**config.mk**
```make
export PLATFORM = sky130hd
export DESIGN_NAME = regcmd_seq
export DESIGN_NICKNAME = d
export VERILOG_FILES = /design/src/rtl/regseq_pkg.sv /design/src/rtl/regseq_cmd_file.sv /design/src/rtl/regseq_delay_timer.sv /design/src/rtl/regseq_fsm.sv /design/src/rtl/regcmd_seq.sv
export SDC_FILE = /design/constraint.sdc
export NUM_CORES = 1
export LEC_CHECK = 0
export BUFFER_PORTS_ARGS = -buffer_cell sky130_fd_sc_hd__buf_2
export CAP_MARGIN = 15
export CELL_PAD_IN_SITES_DETAIL_PLACEMENT = 0
export CELL_PAD_IN_SITES_GLOBAL_PLACEMENT = 1
export CORE_UTILIZATION = 50
export CTS_BUF_LIST = sky130_fd_sc_hd__clkbuf_8
export CTS_CLUSTER_DIAMETER = 200
export CTS_CLUSTER_SIZE = 40
export DETAILED_ROUTE_END_ITERATION = 7
export PLACE_DENSITY = 0.8
export SYNTH_ARGS = -nofsm -noshare
export SYNTH_HDL_FRONTEND = slang
export SYNTH_SLANG_ARGS = --single-unit
```
**constraint.sdc**
```tcl
create_clock -name clk -period 2.8 [get_ports clk]
set_input_delay 0.28 -clock clk [delete_from_list [all_inputs] [get_ports clk]]
set_output_delay 0.28 -clock clk [all_outputs]
set_load 0.005 [all_outputs]
```
**src/rtl/regseq_pkg.sv**
```systemverilog
package regseq_pkg;

    typedef enum logic [2:0] {
        S_IDLE,
        S_FETCH,
        S_HOLD,
        S_DELAY,
        S_SEND,
        S_GAP
    } seq_state_e;

    typedef struct packed {
        logic stat;
        logic chain;
        logic dly;
        logic fin;
    } cmd_flags_t;

    localparam int FLAG_W = $bits(cmd_flags_t);

endpackage

```
**src/rtl/regseq_cmd_file.sv**
```systemverilog
module regseq_cmd_file
    import regseq_pkg::*;
#(
    parameter int DEPTH  = 32,
    parameter int DATA_W = 8,
    localparam int PTR_W = $clog2(DEPTH)
) (
    input  logic              clk,
    input  logic              rst_n,
    input  logic              wr_en,
    input  logic [PTR_W-1:0]  wr_addr,
    input  logic [DATA_W-1:0] wr_byte,
    input  cmd_flags_t        wr_flags,
    input  logic [PTR_W-1:0]  rd_addr,
    output logic [DATA_W-1:0] rd_byte,
    output cmd_flags_t        rd_flags
);

    logic [DATA_W-1:0] byte_q  [DEPTH];
    cmd_flags_t        flags_q [DEPTH];

    for (genvar i = 0; i < DEPTH; i++) begin : g_entry
        always_ff @(posedge clk or negedge rst_n) begin
            if (!rst_n) begin
                byte_q[i]  <= '0;
                flags_q[i] <= '0;
            end else if (wr_en && (wr_addr == PTR_W'(i))) begin
                byte_q[i]  <= wr_byte;
                flags_q[i] <= wr_flags;
            end
        end
    end

    assign rd_byte  = byte_q[rd_addr];
    assign rd_flags = flags_q[rd_addr];

endmodule

```
**src/rtl/regseq_delay_timer.sv**
```systemverilog
module regseq_delay_timer #(
    parameter int DLY_W = 8
) (
    input  logic             clk,
    input  logic             rst_n,
    input  logic             load,
    input  logic [DLY_W-1:0] load_val,
    output logic             final_tick
);

    logic [DLY_W-1:0] cnt_q;

    always_ff @(posedge clk or negedge rst_n) begin
        if (!rst_n) begin
            cnt_q <= '0;
        end else if (load) begin
            cnt_q <= load_val;
        end else if (cnt_q != '0) begin
            cnt_q <= cnt_q - DLY_W'(1);
        end
    end

    assign final_tick = (cnt_q == DLY_W'(1));

endmodule

```
**src/rtl/regseq_fsm.sv**
```systemverilog
module regseq_fsm
    import regseq_pkg::*;
#(
    parameter int DEPTH  = 32,
    parameter int DATA_W = 8,
    parameter int DLY_W  = 8,
    localparam int PTR_W = $clog2(DEPTH)
) (
    input  logic              clk,
    input  logic              rst_n,
    input  logic              start,
    input  logic [PTR_W-1:0]  start_ptr,
    input  logic [DLY_W-1:0]  delay_cfg,
    input  logic              clocks_stopped,
    input  logic [DATA_W-1:0] ent_byte,
    input  cmd_flags_t        ent_flags,
    input  logic              tmr_final,
    input  logic              tx_ready,
    output logic [PTR_W-1:0]  ptr,
    output logic              tmr_load,
    output logic              tx_valid,
    output logic [DATA_W-1:0] tx_data,
    output logic              tx_end,
    output logic              busy,
    output logic              done
);

    localparam logic [PTR_W-1:0] TOP_IDX = PTR_W'(DEPTH - 1);

    seq_state_e state_q, state_d;
    logic       accept;
    logic       must_hold;
    logic       want_wait;
    logic       done_q;

    assign accept    = (state_q == S_SEND) && tx_ready;
    assign must_hold = ent_flags.stat && !clocks_stopped;
    assign want_wait = ent_flags.dly && (delay_cfg != '0);

    // next-state logic
    always_comb begin
        state_d = state_q;
        unique case (state_q)
            S_IDLE:  if (start) state_d = S_FETCH;
            S_FETCH: begin
                if (must_hold)      state_d = S_HOLD;
                else if (want_wait) state_d = S_DELAY;
                else                state_d = S_SEND;
            end
            S_HOLD:  if (clocks_stopped) state_d = S_FETCH;
            S_DELAY: if (tmr_final) state_d = S_SEND;
            S_SEND: begin
                if (tx_ready) begin
                    if (ent_flags.fin)        state_d = S_IDLE;
                    else if (ent_flags.chain) state_d = S_SEND;
                    else                      state_d = S_GAP;
                end
            end
            S_GAP:   state_d = S_FETCH;
            default: state_d = S_IDLE;
        endcase
    end

    // state register
    always_ff @(posedge clk or negedge rst_n) begin
        if (!rst_n) state_q <= S_IDLE;
        else        state_q <= state_d;
    end

    // pointer register
    always_ff @(posedge clk or negedge rst_n) begin
        if (!rst_n) begin
            ptr <= '0;
        end else if (state_q == S_IDLE && start) begin
            ptr <= start_ptr;
        end else if (accept && !ent_flags.fin) begin
            ptr <= (ptr == TOP_IDX) ? '0 : ptr + PTR_W'(1);
        end
    end

    // completion pulse
    always_ff @(posedge clk or negedge rst_n) begin
        if (!rst_n) done_q <= 1'b0;
        else        done_q <= accept && ent_flags.fin;
    end

    // outputs
    always_comb begin
        tx_valid = (state_q == S_SEND);
        tx_data  = ent_byte;
        tx_end   = !ent_flags.chain || ent_flags.fin;
        busy     = (state_q != S_IDLE);
        tmr_load = (state_q == S_FETCH) && !must_hold && want_wait;
        done     = done_q;
    end

endmodule

```
**src/rtl/regcmd_seq.sv**
```systemverilog
module regcmd_seq
    import regseq_pkg::*;
#(
    parameter int DEPTH  = 32,
    parameter int DATA_W = 8,
    parameter int DLY_W  = 8,
    localparam int PTR_W = $clog2(DEPTH),
    localparam int WORD_W = DATA_W + FLAG_W
) (
    input  logic              clk,
    input  logic              rst_n,
    input  logic              wr_en,
    input  logic [PTR_W-1:0]  wr_addr,
    input  logic [WORD_W-1:0] wr_data,
    input  logic              start,
    input  logic [PTR_W-1:0]  start_ptr,
    input  logic [DLY_W-1:0]  delay_cfg,
    input  logic              clocks_stopped,
    output logic              tx_valid,
    output logic [DATA_W-1:0] tx_data,
    output logic              tx_end,
    input  logic              tx_ready,
    output logic              busy,
    output logic              done,
    output logic [PTR_W-1:0]  cur_ptr
);

    logic [DATA_W-1:0] ent_byte;
    cmd_flags_t        ent_flags;
    logic              tmr_load;
    logic              tmr_final;

    regseq_cmd_file #(.DEPTH(DEPTH), .DATA_W(DATA_W)) u_file (
        .clk      (clk),
        .rst_n    (rst_n),
        .wr_en    (wr_en),
        .wr_addr  (wr_addr),
        .wr_byte  (wr_data[DATA_W-1:0]),
        .wr_flags (cmd_flags_t'(wr_data[WORD_W-1:DATA_W])),
        .rd_addr  (cur_ptr),
        .rd_byte  (ent_byte),
        .rd_flags (ent_flags)
    );

    regseq_delay_timer #(.DLY_W(DLY_W)) u_timer (
        .clk        (clk),
        .rst_n      (rst_n),
        .load       (tmr_load),
        .load_val   (delay_cfg),
        .final_tick (tmr_final)
    );

    regseq_fsm #(.DEPTH(DEPTH), .DATA_W(DATA_W), .DLY_W(DLY_W)) u_fsm (
        .clk            (clk),
        .rst_n          (rst_n),
        .start          (start),
        .start_ptr      (start_ptr),
        .delay_cfg      (delay_cfg),
        .clocks_stopped (clocks_stopped),
        .ent_byte       (ent_byte),
        .ent_flags      (ent_flags),
        .tmr_final      (tmr_final),
        .tx_ready       (tx_ready),
        .ptr            (cur_ptr),
        .tmr_load       (tmr_load),
        .tx_valid       (tx_valid),
        .tx_data        (tx_data),
        .tx_end         (tx_end),
        .busy           (busy),
        .done           (done)
    );

endmodule

```
Word-level counts from Yosys, hierarchy flattened
Index checks and enable logic that the tools add are counted.
{"block": "word_totals", "ff_bits": 401, "inputBits": 36, "wordCells": 283, "output_inout_bits": 17}
{"block": "classes", "n_addsub": 2, "reduce_logical": 53, "n_eq_ne": 42, "mux": 20, "order_cmp": 1, "bitwise_logic": 1}
{"operator": "$eq A5 B5 Y1 const B", "n": 17}
{"operator": "$bmux W8 S5", "n": 1}
{"operator": "$eq A5 B4 Y1 const B", "n": 8}
{"operator": "$logic_and A1 B1 Y1", "n": 40}
{"operator": "$mux W8", "n": 4}
{"operator": "$mux W3", "n": 7}
{"operator": "$bmux W4 S5", "n": 1}
{"operator": "$eq A5 B3 Y1 const B", "n": 4}
{"operator": "$pmux W3 S6", "n": 1}
{"operator": "$reduce_bool A8 Y1", "n": 2}
{"operator": "$mux W5", "n": 3}
{"operator": "$eq A5 B2 Y1 const B", "n": 2}
{"operator": "$eq A8 B1 Y1 const B", "n": 1}
{"operator": "$mux W4", "n": 2}
{"operator": "$sub A8 B1 Y8 const B", "n": 1}
{"operator": "$eq A3 B2 Y1 const B", "n": 2}
{"operator": "$eq A3 B3 Y1 const B", "n": 2}
{"operator": "$ge A6 B6 Y1 const B", "n": 1}
{"operator": "$ne A2 B2 Y1 const B", "n": 3}
{"operator": "$not A5 Y6", "n": 1}
{"operator": "$add A5 B1 Y5 const B", "n": 1}
{"operator": "$eq A5 B1 Y1 const B", "n": 1}
{"operator": "$logic_not A5 Y1", "n": 1}
{"operator": "$logic_not A1 Y1", "n": 4}
{"operator": "8 further kinds", "n": 9}

Longest topological paths before layout
{"block": "depth", "depth_word": 9, "mapped_depth": 11, "depth_no_buf": 7}

Modules after synthesis
Synthesis repeated with hierarchy kept, for this count alone.
{"block": "unflattened", "hier_cells": 1455, "area_unflattened_um2": 19090.8}
{"module": "regseq_cmd_file", "seq_area_each_um2": 9609.2, "cells_each": 1314, "area_per_inst_um2": 17868.4, "instances": 1}
{"module": "regseq_fsm", "seq_area_each_um2": 225.2, "cells_each": 80, "area_per_inst_um2": 681.9, "instances": 1}
{"module": "regseq_delay_timer", "seq_area_each_um2": 200.2, "cells_each": 61, "area_per_inst_um2": 540.5, "instances": 1}

Least setup slack after synthesis
No wires, ideal clock.
{"block": "synth_path", "path_type": "flip-flop to output port", "start": "register u_fsm.ptr[1]", "end": "output port tx_data[0]", "arrival_ps": 2600, "required_ps": 2520, "path_buffers": 5, "slack_ps": -80, "stages_incl_launch_ff": 10, "path_cell_list": "dfrtp_1 -> buf_2 -> buf_2 -> buf_2 -> clkbuf_1 -> clkbuf_1 -> mux4_2 -> mux4_2 -> nand2_1 -> nand2_1"}
{"block": "synth_between", "elab_chain_len": 4}
{"item": "from (decl)", "line": "regseq_fsm.sv:19", "source": "output logic [PTR_W-1:0] ptr,"}
{"item": "from (signal assigned)", "line": "regseq_fsm.sv:75", "source": "ptr <= start_ptr;"}
{"item": "from (signal assigned)", "line": "regseq_fsm.sv:77", "source": "ptr <= (ptr == TOP_IDX) ? '0 : ptr + PTR_W'(1);"}
{"item": "$not A5 Y6 (implied by the code)", "line": "regseq_cmd_file.sv:34", "source": "assign rd_byte = byte_q[rd_addr];"}
{"item": "$bmux W8 S5", "line": "regseq_cmd_file.sv:34"}
{"item": "$mux W8 (implied by the code) (2 in series)", "line": "regseq_cmd_file.sv:34"}
{"item": "to (decl)", "line": "regcmd_seq.sv:20", "source": "output logic [DATA_W-1:0] tx_data,"}
No other way between the ends. The select of a mux whose other input is x is not followed.

Final worst setup path
{"block": "layout_path", "start": "register u_fsm.ptr[0]", "end": "output port tx_data[2]"}
The elaborated chain is that of the path after synthesis.

==> results.yml <==
outcome:
  outcome: "finished, violations left"
  violations: "negative setup slack"
global_routing:
  track_usage: 0.240
  first_global_vias: 11400
  grt_max_degree: 85
  antenna_found_initial: 2
  grt_pass1_wl_um: 69500
  grt-ovfl-total: 0
synth:
  synthesis.area_um2: 18700
  ys.flop_type: "dfrtp_1"
  synthCells: 1221
  synth_edf_count: 0
  synth_seq_area_share: 0.538
  syn_nets: 1261
  yosysUniqueCellTypes: 52
  synth_seq_cells: 401
  synth_async_sr_flop_share: 1.00
  synth-warning-count: 0
  syn_area_per_cell_um2: 15.3
layout:
  syn2layout_area_growth_pct: 10.3
  stdcell_count: 1759
  drive_gt1_frac: 0.533
  nNetsFinal: 1329
  antennaDiodeCount: 0
  fin_area_um2: 20600
critical_path:
  crit_required_ns: 2.52
  cp_max_fo: 8
  cp.arrival_ns: 2.85
  r2r-end: "u_fsm.ptr[2]"
  rrSetupSlack_ns: -0.15
  worst_setup_path_end_kind: "output pin"
  r2r_start: "u_fsm.ptr[0]"
  crit_type: "flip-flop to output pin"
  reg2reg_depth: 10
  start_kind: "flip-flop"
clocking:
  clkTransAtPathRegs_ns: 0.23
  cts_buffer_depth: 3
  clock-sinks: 401
  root_buffer: "clkbuf_8"
  htreeDepth: 1
  cts_tree: "built"
  cts_buffers: 14
  clk_latency_ns: 0.59
timing:
  hold_viol: 0
  worst_slack_ns: -0.329
  period_share: 1.12
  setup-tns-final_ns: -3.12
  tightest_slew_ns: 0.883
  period_minus_slack_ns: 3.13
  holdWs_ns: 0.0525
  slew_violations: 0
  rsz0062_at_grt: "yes"
  relSlewSlack: 0.410
  fmax_mhz: 320
  setup_viol: 17
  fin_skew_ns: 0.0144
pwr:
  leakage_nw: 9.18
  p_per_area_nw_per_um2: 826
  p_seq_frac: 0.455
  p_comb_frac: 0.416
  finalPower_mw: 17.0
  internal_power_mw: 11.5
  swShare: 0.321
  vdd_ir_drop_max_mv: 0.420
  clkPwrFrac: 0.130
  power_switching_mw: 5.46
floorplanning:
  rows: 70
  die_x_um: 195
  io_pins: 53
  die_h_um: 195
  core-area_um2: 36700
  dieArea_um2: 38100
  start_util: 0.508
route:
  drt-initial-drc-count: 696
  drcViolationCount: 0
  num_vias: 10800
  drt_wl_total_um: 44000
  ant_nets: 0
  dr.pass1.iters: 6
  viasPerCell: 6.14
  wl_per_cell_um: 25.0
placed_design:
  dp.cells: 1696
  port-buffer-count: 52
  hpwlAfterDp_um: 26900
  place_congestion: 0.827
  placed_cell_area_um2: 19700
run:
  maxCapViolations: 0
hold_path:
  worstHoldEndpoint: "u_fsm.ptr[3]"
  whs_path_depth: 3
  min_from: "start"
  hp-class: "input pin to flip-flop"
## layout make-up
| type | count | area (um2) |
|---|---|---|
| fill | 2944 | 16100 |
| sequential | 401 | 10000 |
| multi-input combinational | 706 | 8260 |
| timing repair buffer | 158 | 1410 |
| tap | 468 | 586 |
| clock buffer | 15 | 206 |
| clock inverter | 3 | 37.5 |
| inverter | 8 | 30.0 |
## cell families (layout without fill, tap and decap cells)
group	count (synthesis)	in the layout	synth area share
and+or+nand+nor	134	134	0.0352
DFF	401	401	0.538
AOI/OAI and AO/OA	43	43	0.0171
xor gates and xnor gates	2	2	0.000939
adders and majority gates	4	4	0.00268
buffers and inverters	114	184	0.0258
muxes	523	523	0.380
## repair_timing
item	in CTS	in global routing
pin swaps	5	15
endpoints found under the setup margin	16	21
resized for setup	25	26
setup buffers	17	8
endpoints found under the hold margin	80	0
cloned	7	0
hold buffers	15	0
## worst max-delay path by stage
stage / slack, ns / cells past startpoint / endpoint / from
after global routing: -0.44 / 7 / tx_data[6] / u_fsm.ptr[0]
after global placement: 0.04 / 7 / tx_data[0] / u_fsm.ptr[0]
after CTS: -0.43 / 8 / tx_data[4] / u_fsm.ptr[0]
after detailed placement: 0.01 / 6 / u_timer.cnt_q[7] / u_fsm.ptr[0]
after floorplan: 0.04 / 9 / tx_data[0] / u_fsm.ptr[1]
final: -0.33 / 7 / tx_data[2] / u_fsm.ptr[0]
## sequential cells by signal, indices dropped and copies added (netlist names)
register,flops
u_timer.cnt_q,8
u_fsm.ptr,5
u_fsm.done,1
u_fsm.state_q,3
u_file.flags_q,128
u_file.byte_q,256
## cells in the mapped netlist (2+ instances only)
cell type    n  area share
nor2b_1      4      0.0013
o221a_2      2      0.0012
a22oi_1      4      0.0016
nand3_1     13      0.0035
buf_6        2      0.0012
o221ai_1     3      0.0014
mux4_1      13       0.018
a311oi_1     2     0.00094
buf_1        8      0.0016
nor3_1       9      0.0024
o31ai_1      2     0.00080
xnor2_1      2     0.00094
ha_1         4      0.0027
inv_1        8      0.0016
or2_2        2     0.00067
nand2_1     51       0.010
nor4_1       6      0.0020
a211o_1      2     0.00094
o21ai_0      7      0.0019
or3_1        2     0.00067
and3_1       2     0.00067
clkbuf_1    81       0.016
nand4_1      3      0.0010
buf_4        2     0.00080
mux2_2     396        0.24
nand2b_1     8      0.0027
nor3b_1      3      0.0012
dfrtp_1    401        0.54
nor2_1      23      0.0046
mux2i_1     22       0.012
o22ai_1      2     0.00067
o22a_1       2     0.00094
buf_2       11      0.0030
a22o_1       2     0.00094
nand3b_1     3      0.0012
a21oi_1      7      0.0019
mux4_2      92        0.11
## layout by cell type (no fill, tap or decap), types with 6 or more instances in the layout
master and n:
a21oi_1 6, buf_12 10, buf_16 7, buf_2 49, buf_4 66, buf_6 8
clkbuf_8 15, dfrtp_1 398, dlygate4sd3_1 15, inv_1 10, mux2_2 395, mux2i_1 21
mux4_1 11, mux4_2 94, nand2_1 33, nand2_2 17, nand2b_1 8, nand3_1 12
nor2_1 23, nor3_1 6
## routing by layer
| metal | GRT usage | up-vias | wire length, um |
|---|---|---|---|
| li1 | - | 4653 | - |
| met1 | 0.361 | 5867 | 20800 |
| met2 | 0.385 | 221 | 20900 |
| met3 | 0.0214 | 53 | 1410 |
| met4 | 0.0446 | 4 | 827 |
| met5 | 0 | - | 16 |
## power by group through the flow
stage               combinational [mW]  sequential (mW)  clock (mW)
finish                            7.06             7.72        2.20
floorplan                         4.54             7.51           0
global route                      7.58             7.88        2.45
global placement                  5.97             7.79           0
detailed placement                6.09             7.85           0
CTS                               6.91             7.72        2.28
## metrics by stage
stage	setup WS (ns)	util
after detailed placement	0.0123	0.536
after floorplan	0.0407	-
after global placement	0.0406	0.536
after global routing	-0.437	0.561
final	-0.329	0.561
after CTS	-0.428	0.558
## critical path, stage by stage, from the launching register on
cell     delay [ns]
dfrtp_4        0.58
buf_16         0.21
buf_16         0.15
mux4_2         0.49
mux4_2         0.53
nand2_1        0.09
nand2_1        0.05
buf_2          0.13
Power figures use the tool's default switching activity.
